File: config.mk
export PLATFORM = sky130hd
export DESIGN_NAME = spi_hold_gate
export DESIGN_NICKNAME = d
export VERILOG_FILES = /design/src/rtl/spi_hold_pkg.sv /design/src/rtl/spi_hold_sync.sv /design/src/rtl/spi_hold_fsm.sv /design/src/rtl/spi_hold_datapath.sv /design/src/rtl/spi_hold_gate.sv
export SDC_FILE = /design/constraint.sdc
export NUM_CORES = 1
export LEC_CHECK = 0
export ABC_AREA = 1
export BUFFER_PORTS_ARGS = -buffer_cell sky130_fd_sc_hd__buf_2
export CAP_MARGIN = 20
export CORE_MARGIN = 2
export CORE_UTILIZATION = 45
export DETAILED_ROUTE_END_ITERATION = 8
export PLACE_DENSITY_LB_ADDON = 0.08
export REMOVE_ABC_BUFFERS = 1
export SLEW_MARGIN = 30
export SYNTH_ARGS = -nofsm -noshare
export SYNTH_HDL_FRONTEND = slang
export SYNTH_SLANG_ARGS = --single-unit
File: constraint.sdc
create_clock -name clk -period 1.1 [get_ports clk]
set_input_delay 0 -clock clk [delete_from_list [all_inputs] [get_ports clk]]
set_output_delay 0 -clock clk [all_outputs]
set_load 0.01 [all_outputs]
File: src/rtl/spi_hold_pkg.sv
package spi_hold_pkg;

  typedef enum logic [1:0] {
    ST_IDLE  = 2'd0,
    ST_RUN   = 2'd1,
    ST_PAUSE = 2'd2
  } hold_state_e;

  // positions of the pins inside the synchronized bundle
  localparam int PIN_CNT = 4;
  localparam int IDX_CS  = 0;
  localparam int IDX_SCK = 1;
  localparam int IDX_SI  = 2;
  localparam int IDX_HLD = 3;

endpackage

File: src/rtl/spi_hold_sync.sv
module spi_hold_sync #(
  parameter int               WIDTH   = 4,
  parameter int               STAGES  = 2,
  parameter logic [WIDTH-1:0] RST_VAL = '0
) (
  input  logic             clk,
  input  logic             rst_n,
  input  logic [WIDTH-1:0] pin_i,
  output logic [WIDTH-1:0] lvl_o
);

  logic [STAGES-1:0][WIDTH-1:0] stage_q;

  genvar s;
  generate
    for (s = 0; s < STAGES; s++) begin : g_stage
      logic [WIDTH-1:0] stage_d;
      if (s == 0) begin : g_first
        assign stage_d = pin_i;
      end else begin : g_next
        assign stage_d = stage_q[s-1];
      end
      always_ff @(posedge clk or negedge rst_n) begin
        if (!rst_n) stage_q[s] <= RST_VAL;
        else        stage_q[s] <= stage_d;
      end
    end
  endgenerate

  assign lvl_o = stage_q[STAGES-1];

endmodule

File: src/rtl/spi_hold_fsm.sv
module spi_hold_fsm
  import spi_hold_pkg::*;
(
  input  logic        clk,
  input  logic        rst_n,
  input  logic        cs_lvl,
  input  logic        sck_lvl,
  input  logic        hold_lvl,
  output hold_state_e state_o,
  output logic        rise_en,
  output logic        fall_en,
  output logic        frozen,
  output logic        so_oe,
  output logic        eng_rst
);

  hold_state_e state_q, state_d;
  logic sck_q, hold_q;
  logic sck_rise, sck_fall, hold_fall, hold_rise;

  // previous levels for edge detection
  always_ff @(posedge clk or negedge rst_n) begin
    if (!rst_n) begin
      sck_q  <= 1'b0;
      hold_q <= 1'b1;
    end else begin
      sck_q  <= sck_lvl;
      hold_q <= hold_lvl;
    end
  end

  assign sck_rise  =  sck_lvl  & ~sck_q;
  assign sck_fall  = ~sck_lvl  &  sck_q;
  assign hold_fall = ~hold_lvl &  hold_q;
  assign hold_rise =  hold_lvl & ~hold_q;

  // next state: pause edges only count with the serial clock low
  always_comb begin
    state_d = state_q;
    unique case (state_q)
      ST_IDLE: begin
        if (!cs_lvl) state_d = ST_RUN;
      end
      ST_RUN: begin
        if (cs_lvl)                       state_d = ST_IDLE;
        else if (hold_fall && !sck_lvl)   state_d = ST_PAUSE;
      end
      ST_PAUSE: begin
        if (cs_lvl)                       state_d = ST_IDLE;
        else if (hold_rise && !sck_lvl)   state_d = ST_RUN;
      end
      default: state_d = ST_IDLE;
    endcase
  end

  always_ff @(posedge clk or negedge rst_n) begin
    if (!rst_n) state_q <= ST_IDLE;
    else        state_q <= state_d;
  end

  always_comb begin
    rise_en = (state_q == ST_RUN) && !cs_lvl && sck_rise;
    fall_en = (state_q == ST_RUN) && !cs_lvl && sck_fall;
    frozen  = (state_q == ST_PAUSE);
    so_oe   = (state_q == ST_RUN);
    eng_rst = (state_q == ST_PAUSE) && cs_lvl;
  end

  assign state_o = state_q;

endmodule

File: src/rtl/spi_hold_datapath.sv
module spi_hold_datapath
  import spi_hold_pkg::*;
#(
  parameter int CNT_W = 6
) (
  input  logic             clk,
  input  logic             rst_n,
  input  hold_state_e      state_i,
  input  logic             rise_en,
  input  logic             fall_en,
  input  logic             so_bit,
  output logic [CNT_W-1:0] bit_pos,
  output logic             so_q
);

  logic [CNT_W-1:0] pos_q, pos_d;
  logic             pos_we;
  logic             so_d, so_we;

  always_comb begin
    pos_we = 1'b0;
    pos_d  = pos_q;
    if (state_i == ST_IDLE) begin
      pos_we = 1'b1;
      pos_d  = '0;
    end else if (rise_en) begin
      pos_we = 1'b1;
      pos_d  = pos_q + 1'b1;
    end
  end

  always_ff @(posedge clk or negedge rst_n) begin
    if (!rst_n)      pos_q <= '0;
    else if (pos_we) pos_q <= pos_d;
  end

  // output bit only moves on a running falling edge
  assign so_we = fall_en;
  assign so_d  = so_bit;

  always_ff @(posedge clk or negedge rst_n) begin
    if (!rst_n)     so_q <= 1'b0;
    else if (so_we) so_q <= so_d;
  end

  assign bit_pos = pos_q;

endmodule

File: src/rtl/spi_hold_gate.sv
module spi_hold_gate
  import spi_hold_pkg::*;
#(
  parameter int CNT_W       = 6,
  parameter int SYNC_STAGES = 2
) (
  input  logic             clk,
  input  logic             rst_n,
  input  logic             cs_n_pin,
  input  logic             sck_pin,
  input  logic             si_pin,
  input  logic             hold_n_pin,
  input  logic             so_bit,
  output logic             rise_en,
  output logic             fall_en,
  output logic             si_smp,
  output logic [CNT_W-1:0] bit_pos,
  output logic             frozen,
  output logic             so_q,
  output logic             so_oe,
  output logic             eng_rst
);

  localparam logic [PIN_CNT-1:0] PIN_IDLE =
    PIN_CNT'((1 << IDX_CS) | (1 << IDX_HLD));

  logic [PIN_CNT-1:0] pins, lvl;
  hold_state_e        state;
  logic               cs_s, sck_s, hold_s;

  always_comb begin
    pins          = '0;
    pins[IDX_CS]  = cs_n_pin;
    pins[IDX_SCK] = sck_pin;
    pins[IDX_SI]  = si_pin;
    pins[IDX_HLD] = hold_n_pin;
  end

  spi_hold_sync #(
    .WIDTH   (PIN_CNT),
    .STAGES  (SYNC_STAGES),
    .RST_VAL (PIN_IDLE)
  ) u_sync (
    .clk   (clk),
    .rst_n (rst_n),
    .pin_i (pins),
    .lvl_o (lvl)
  );

  assign cs_s   = lvl[IDX_CS];
  assign sck_s  = lvl[IDX_SCK];
  assign hold_s = lvl[IDX_HLD];
  assign si_smp = lvl[IDX_SI];

  spi_hold_fsm u_fsm (
    .clk      (clk),
    .rst_n    (rst_n),
    .cs_lvl   (cs_s),
    .sck_lvl  (sck_s),
    .hold_lvl (hold_s),
    .state_o  (state),
    .rise_en  (rise_en),
    .fall_en  (fall_en),
    .frozen   (frozen),
    .so_oe    (so_oe),
    .eng_rst  (eng_rst)
  );

  spi_hold_datapath #(
    .CNT_W (CNT_W)
  ) u_dp (
    .clk     (clk),
    .rst_n   (rst_n),
    .state_i (state),
    .rise_en (rise_en),
    .fall_en (fall_en),
    .so_bit  (so_bit),
    .bit_pos (bit_pos),
    .so_q    (so_q)
  );

endmodule

Word-level counts from Yosys, hierarchy flattened
Index checks and enable logic that the tools add are counted.
{"block": "totals", "regBits": 19, "out_inout_bits": 13}
{"block": "classes", "add_sub_neg": 1, "eq_ne": 5, "n_mux": 10, "bitwise_logic": 8, "n_reduce_logical": 12}
{"op": "$mux 6", "count": 2}
{"op": "$mux 2", "count": 5}
{"op": "$add 6x1->6 const B", "count": 1}
{"op": "$logic_and 1x1->1", "count": 6}
{"op": "$ne 3x1->1 const B", "count": 2}
{"op": "$pmux 2 s3", "count": 1}
{"op": "$and 1x1->1", "count": 4}
{"op": "$not 1->1", "count": 4}
{"op": "$reduce_and 3->1", "count": 1}
{"op": "$eq 2x1->1 const B", "count": 1}
{"op": "$eq 2x2->1 const B", "count": 1}
{"op": "$logic_not 1->1", "count": 2}
{"op": "$logic_not 2->1", "count": 1}
{"op": "$mux 1", "count": 2}
{"op": "$ne 2x2->1 const B", "count": 1}
{"op": "$reduce_and 2->1", "count": 1}
{"op": "$reduce_bool 2->1", "count": 1}

Logic depth before layout (Yosys ltp)
{"block": "logic_depth", "ltp_word": 6, "ltp_mapped": 7}

By module
Synthesis repeated with hierarchy kept, for this count alone.
{"block": "unflattened", "hier_cells": 81, "hier_area_um2": 770.7}
{"module": "spi_hold_datapath", "n_inst": 1, "cells_per_inst": 39, "area_each_um2": 327.8}
{"module": "spi_hold_fsm", "n_inst": 1, "cells_per_inst": 34, "area_each_um2": 237.7}
{"module": "spi_hold_sync", "n_inst": 1, "cells_per_inst": 8, "area_each_um2": 205.2}

Worst setup path after synthesis
OpenSTA, ideal clock, no wires.
{"block": "synth_path", "kind": "reg-to-reg", "from": "reg u_sync.stage_q, in the netlist u_sync.lvl_o[0]", "to": "reg u_dp.so_q", "setup_time_ns": 0.116, "arrival_time_ns": 0.981, "t_required_ns": 0.984, "setup_slack_ns": 0.002, "path_stages_with_launch": 8, "synth_period_minus_slack_ns": 1.098, "cell_sequence": "dfstp_2 > inv_1 > nand3_4 > inv_1 > nand3_1 > inv_1 > nand2_1 > nand2_1"}
{"block": "synth_between", "elab_chain_cells": 3}
{"item": "from (decl)", "line": "spi_hold_sync.sv:12", "text": "logic [STAGES-1:0][WIDTH-1:0] stage_q;"}
{"item": "from (signal, indexed assignment)", "line": "spi_hold_sync.sv:25", "text": "else stage_q[s] <= stage_d;"}
{"item": "$logic_not 1->1"}
{"item": "$logic_and 1x1->1 (2 in a row)", "line": "spi_hold_fsm.sv:63", "text": "fall_en = (state_q == ST_RUN) && !cs_lvl && sck_fall;"}
{"item": "net fall_en", "line": "spi_hold_gate.sv:15", "text": "output logic fall_en,"}
{"item": "to (signal assigned)", "line": "spi_hold_datapath.sv:42", "text": "if (!rst_n) so_q <= 1'b0;"}
{"item": "to (signal assigned)", "line": "spi_hold_datapath.sv:43", "text": "else if (so_we) so_q <= so_d;"}
{"item": "to (decl)", "line": "spi_hold_datapath.sv:13", "text": "output logic so_q"}
The timed path passes the listed nets, and every way through them passes these cells.
A chain may end at the register's enable or synchronous reset.

Worst setup path in the final report
{"block": "layout_path", "from": "reg u_sync.stage_q, in the netlist u_sync.lvl_o[0]", "to": "out eng_rst"}
{"block": "layout_between", "elab_chain_cells": 1}
{"item": "$logic_and 1x1->1", "line": "spi_hold_fsm.sv:66", "text": "eng_rst = (state_q == ST_PAUSE) && cs_lvl;"}
{"item": "to (decl)", "line": "spi_hold_gate.sv:21", "text": "output logic eng_rst"}
No other way between the ends.

==> impl_metrics.csv <==
group,metric,value,unit
cts,cts-htree-levels,1,
timing,setup_violations,10,
timing,tightestPinTransition,413.1,ps
setup_path,arrival,1260,ps
cts,clk_latency,290,ps
cts,cts_root_buf,"clkbuf_4",
power_and_ir_drop,finalPower,1651,uW
timing,final_hold_viol_count,0,
timing,fin_skew,3.782,ps
setup_path,cp_max_fo,3,
global_routing,track_usage,16.17,%
setup_path,crit_required,1100,ps
cts,cts.path.max_buffers,2,
timing,min_period_over_period,114.3,%
route,drt_iter0_drc,1,
setup_path,timing.rr.end,"u_dp.bit_pos[3]",
route,avgRoutedWirePerCell,10.88,um
outcome,violations,"negative setup slack",
yosys,syn_avg_cell_area,9.840,um^2
job,max_cap_viol_count,0,
timing,rsz0062_at_grt,"true",
setup_path,ff2ff_setup_slack,-70,ps
setup_path,rr_startpoint,"u_sync.lvl_o[0]",
cts,cts-buffers-inserted,3,
yosys,synth_top_area_share,43.96,%
cts,cts_tree,"done",
setup_path,critPathKind,"reg -> out",
die,die_h,46.09,um
setup_path,end_kind,"output port",
finish,final_util,67.26,%
yosys,ys_types,19,
power_and_ir_drop,power_density,1453,nW/um^2
place,gp_congestion,0.7621,
finish,final_cell_mix,"17 x nand2_1, 17 x buf_2, 13 x dfrtp_1",
timing,fin_crit,1257,ps
finish,fin_nets,129,
yosys,yosysTopAreaCell,"dfrtp_1",
setup_path,rr_worst_depth,7,
power_and_ir_drop,vdd_drop_max,0.9203,mV
yosys,synth-seq-cells,19,
global_routing,grt_max_degree,20,
route,vias,653,
yosys,synth_warnings,0,
yosys,synth.area.top_cells,"dfrtp_1 44%, dfstp_2 16%, nand2_1 9.4%, nand3_1 5.7%, inv_1 4.7%",
power_and_ir_drop,power.switching,506.5,uW
timing,slew_viol_final,0,
timing,timing.fmax,0.7956,GHz
timing,maxSlewHeadroom,72.46,%
timing,setup_tns,-711.5,ps
yosys,syn_area,797.0,um^2
min_path,hold_path.class,"in -> async",
finish,final_layout_size_suffix_gt1_share,45.00,%
global_routing,first_global_vias,613,
global_routing,grt_pass1_wl,2394,um
die,num_rows,15,
route,avgViaCountPerCell,4.766,
route,ant_nets,0,
power_and_ir_drop,pwr-share-clk,20.6,%
finish,n_antenna_cell,0,
power_and_ir_drop,power_frac_seq,49.6,%
route,dr.pass1.iters,2,
die,floorplan.initialDensity,47.19,%
yosys,ys_seq_area_share,60.44,%
die,die_w,46.09,um
outcome,run_status,"complete, but fails checks",
route,routed_wirelength,1490,um
cts,clk_pin_slew_worst_paths,100,ps
power_and_ir_drop,leakage,0.0005977,uW
global_routing,antenna_found_initial,0,
die,core-area,1689,um^2
global_routing,overflow,0,
die,pin_count,20,
finish,area_growth,42.54,%
power_and_ir_drop,p_comb_share,29.8,%
timing,setup_ws,-157.0,ps
power_and_ir_drop,swShare,30.67,%
route,drcViolationCount,0,
cts,cts.sinks,19,
place,portBuffers,19,
die,die_area,2124,um^2
power_and_ir_drop,p_int,1145,uW
yosys,syn_inst,81,
place,hpwl,956.8,um
setup_path,cp-start-kind,"register",
## how the worst max path moves through the flow
stage / from / end / slack, ps / depth (start not counted)
floorplan: u_sync.lvl_o[0] / u_dp.so_q / 2 / 7
global route: u_sync.lvl_o[0] / eng_rst / -210 / 4
detailed placement: u_sync.lvl_o[0] / u_fsm.state_o[1] / -20 / 5
global placement: u_sync.lvl_o[0] / u_dp.so_q / 20 / 7
finish: u_sync.lvl_o[0] / eng_rst / -160 / 4
CTS: u_sync.lvl_o[0] / eng_rst / -160 / 4
## flip-flops by register name (all words and copies together) (netlist names)
register	cells
u_fsm.sck_q	1
u_dp.so_q	1
u_sync.g_stage.stage_d	4
u_dp.bit_pos	6
u_fsm.state_o	2
u_sync.lvl_o	4
u_fsm.hold_q	1
## metal layers
metal	global-route usage [%]	routed length [um]	up-vias	share of wire [%]
met5	0	0	-	0
met3	3.922	37	2	2.5
li1	-	-	334	-
met1	19.34	694	304	47
met2	26.39	739	13	50
met4	9.143	18	0	1.2
## kinds of logic after synthesis
group	Yosys count	synth area share [%]
AND/OR/NAND/NOR	43	27.16
XOR/XNOR	1	1.099
adder cells (fa/ha/maj)	1	1.570
flip-flops	19	60.44
AO/OA/AOI/OAI	6	4.395
buffers and inverters	11	5.337
## cell usage after synthesis, drive strengths merged
cell type and instances:
a21boi 2, a21oi 1, buf 1, dfrtp 14, dfstp 5, ha 1, inv 10, nand2 20
nand3 10, nand4 2, nor2 10, nor3 1, o21ai 3, xor2 1
## timing repair
| action | CTS | global route |
|---|---|---|
| pin swaps | 3 | 4 |
| cloned | 0 | 0 |
| setup buffers | 5 | 2 |
| endpoints found under the hold margin | 24 | 0 |
| gates resized for setup | 14 | 7 |
| hold buffers | 6 | 0 |
| setup endpoints to repair | 8 | 14 |
## power groups by stage
| stage | Clock (uW) | Sequential (uW) | Combinational (uW) |
|---|---|---|---|
| after floorplan | 0 | 837 | 211 |
| after global placement | 0 | 825 | 379 |
| after detailed placement | 0 | 827 | 383 |
| after CTS | 355 | 818 | 452 |
| after global routing | 391 | 828 | 548 |
| final | 341 | 818 | 492 |
## critical path, cell delays in order, from the launching register on
cell and delay (ps):
dfstp_2 540, inv_2 40, buf_4 140, nor3_2 100
buf_2 150
## area by class of cell
| type | count | area, um^2 |
|---|---|---|
| timing repair buffer | 36 | 265.3 |
| inverter | 10 | 37.54 |
| multi-input combinational | 51 | 302.8 |
| clock buffer | 4 | 26.28 |
| tap | 17 | 21.27 |
| sequential | 19 | 483.0 |
| fill | 149 | 553.0 |
## metrics by stage
stage / setup slack (ps) / instance area (um^2) / cells / hold WS [ps]
finish: -157.0 / 1136 / 137 / 164.2
global route: -211.3 / 1136 / 137 / 196.3
CTS: -160.3 / 1102 / 135 / 168.9
detailed placement: -22.97 / 938.4 / 120 / -41.94
global placement: 21.43 / 938.4 / 120 / -37.28
floorplan: 2.398 / 792.0 / 80 / -295.6
No activity file was read; power rests on OpenSTA's default activity.
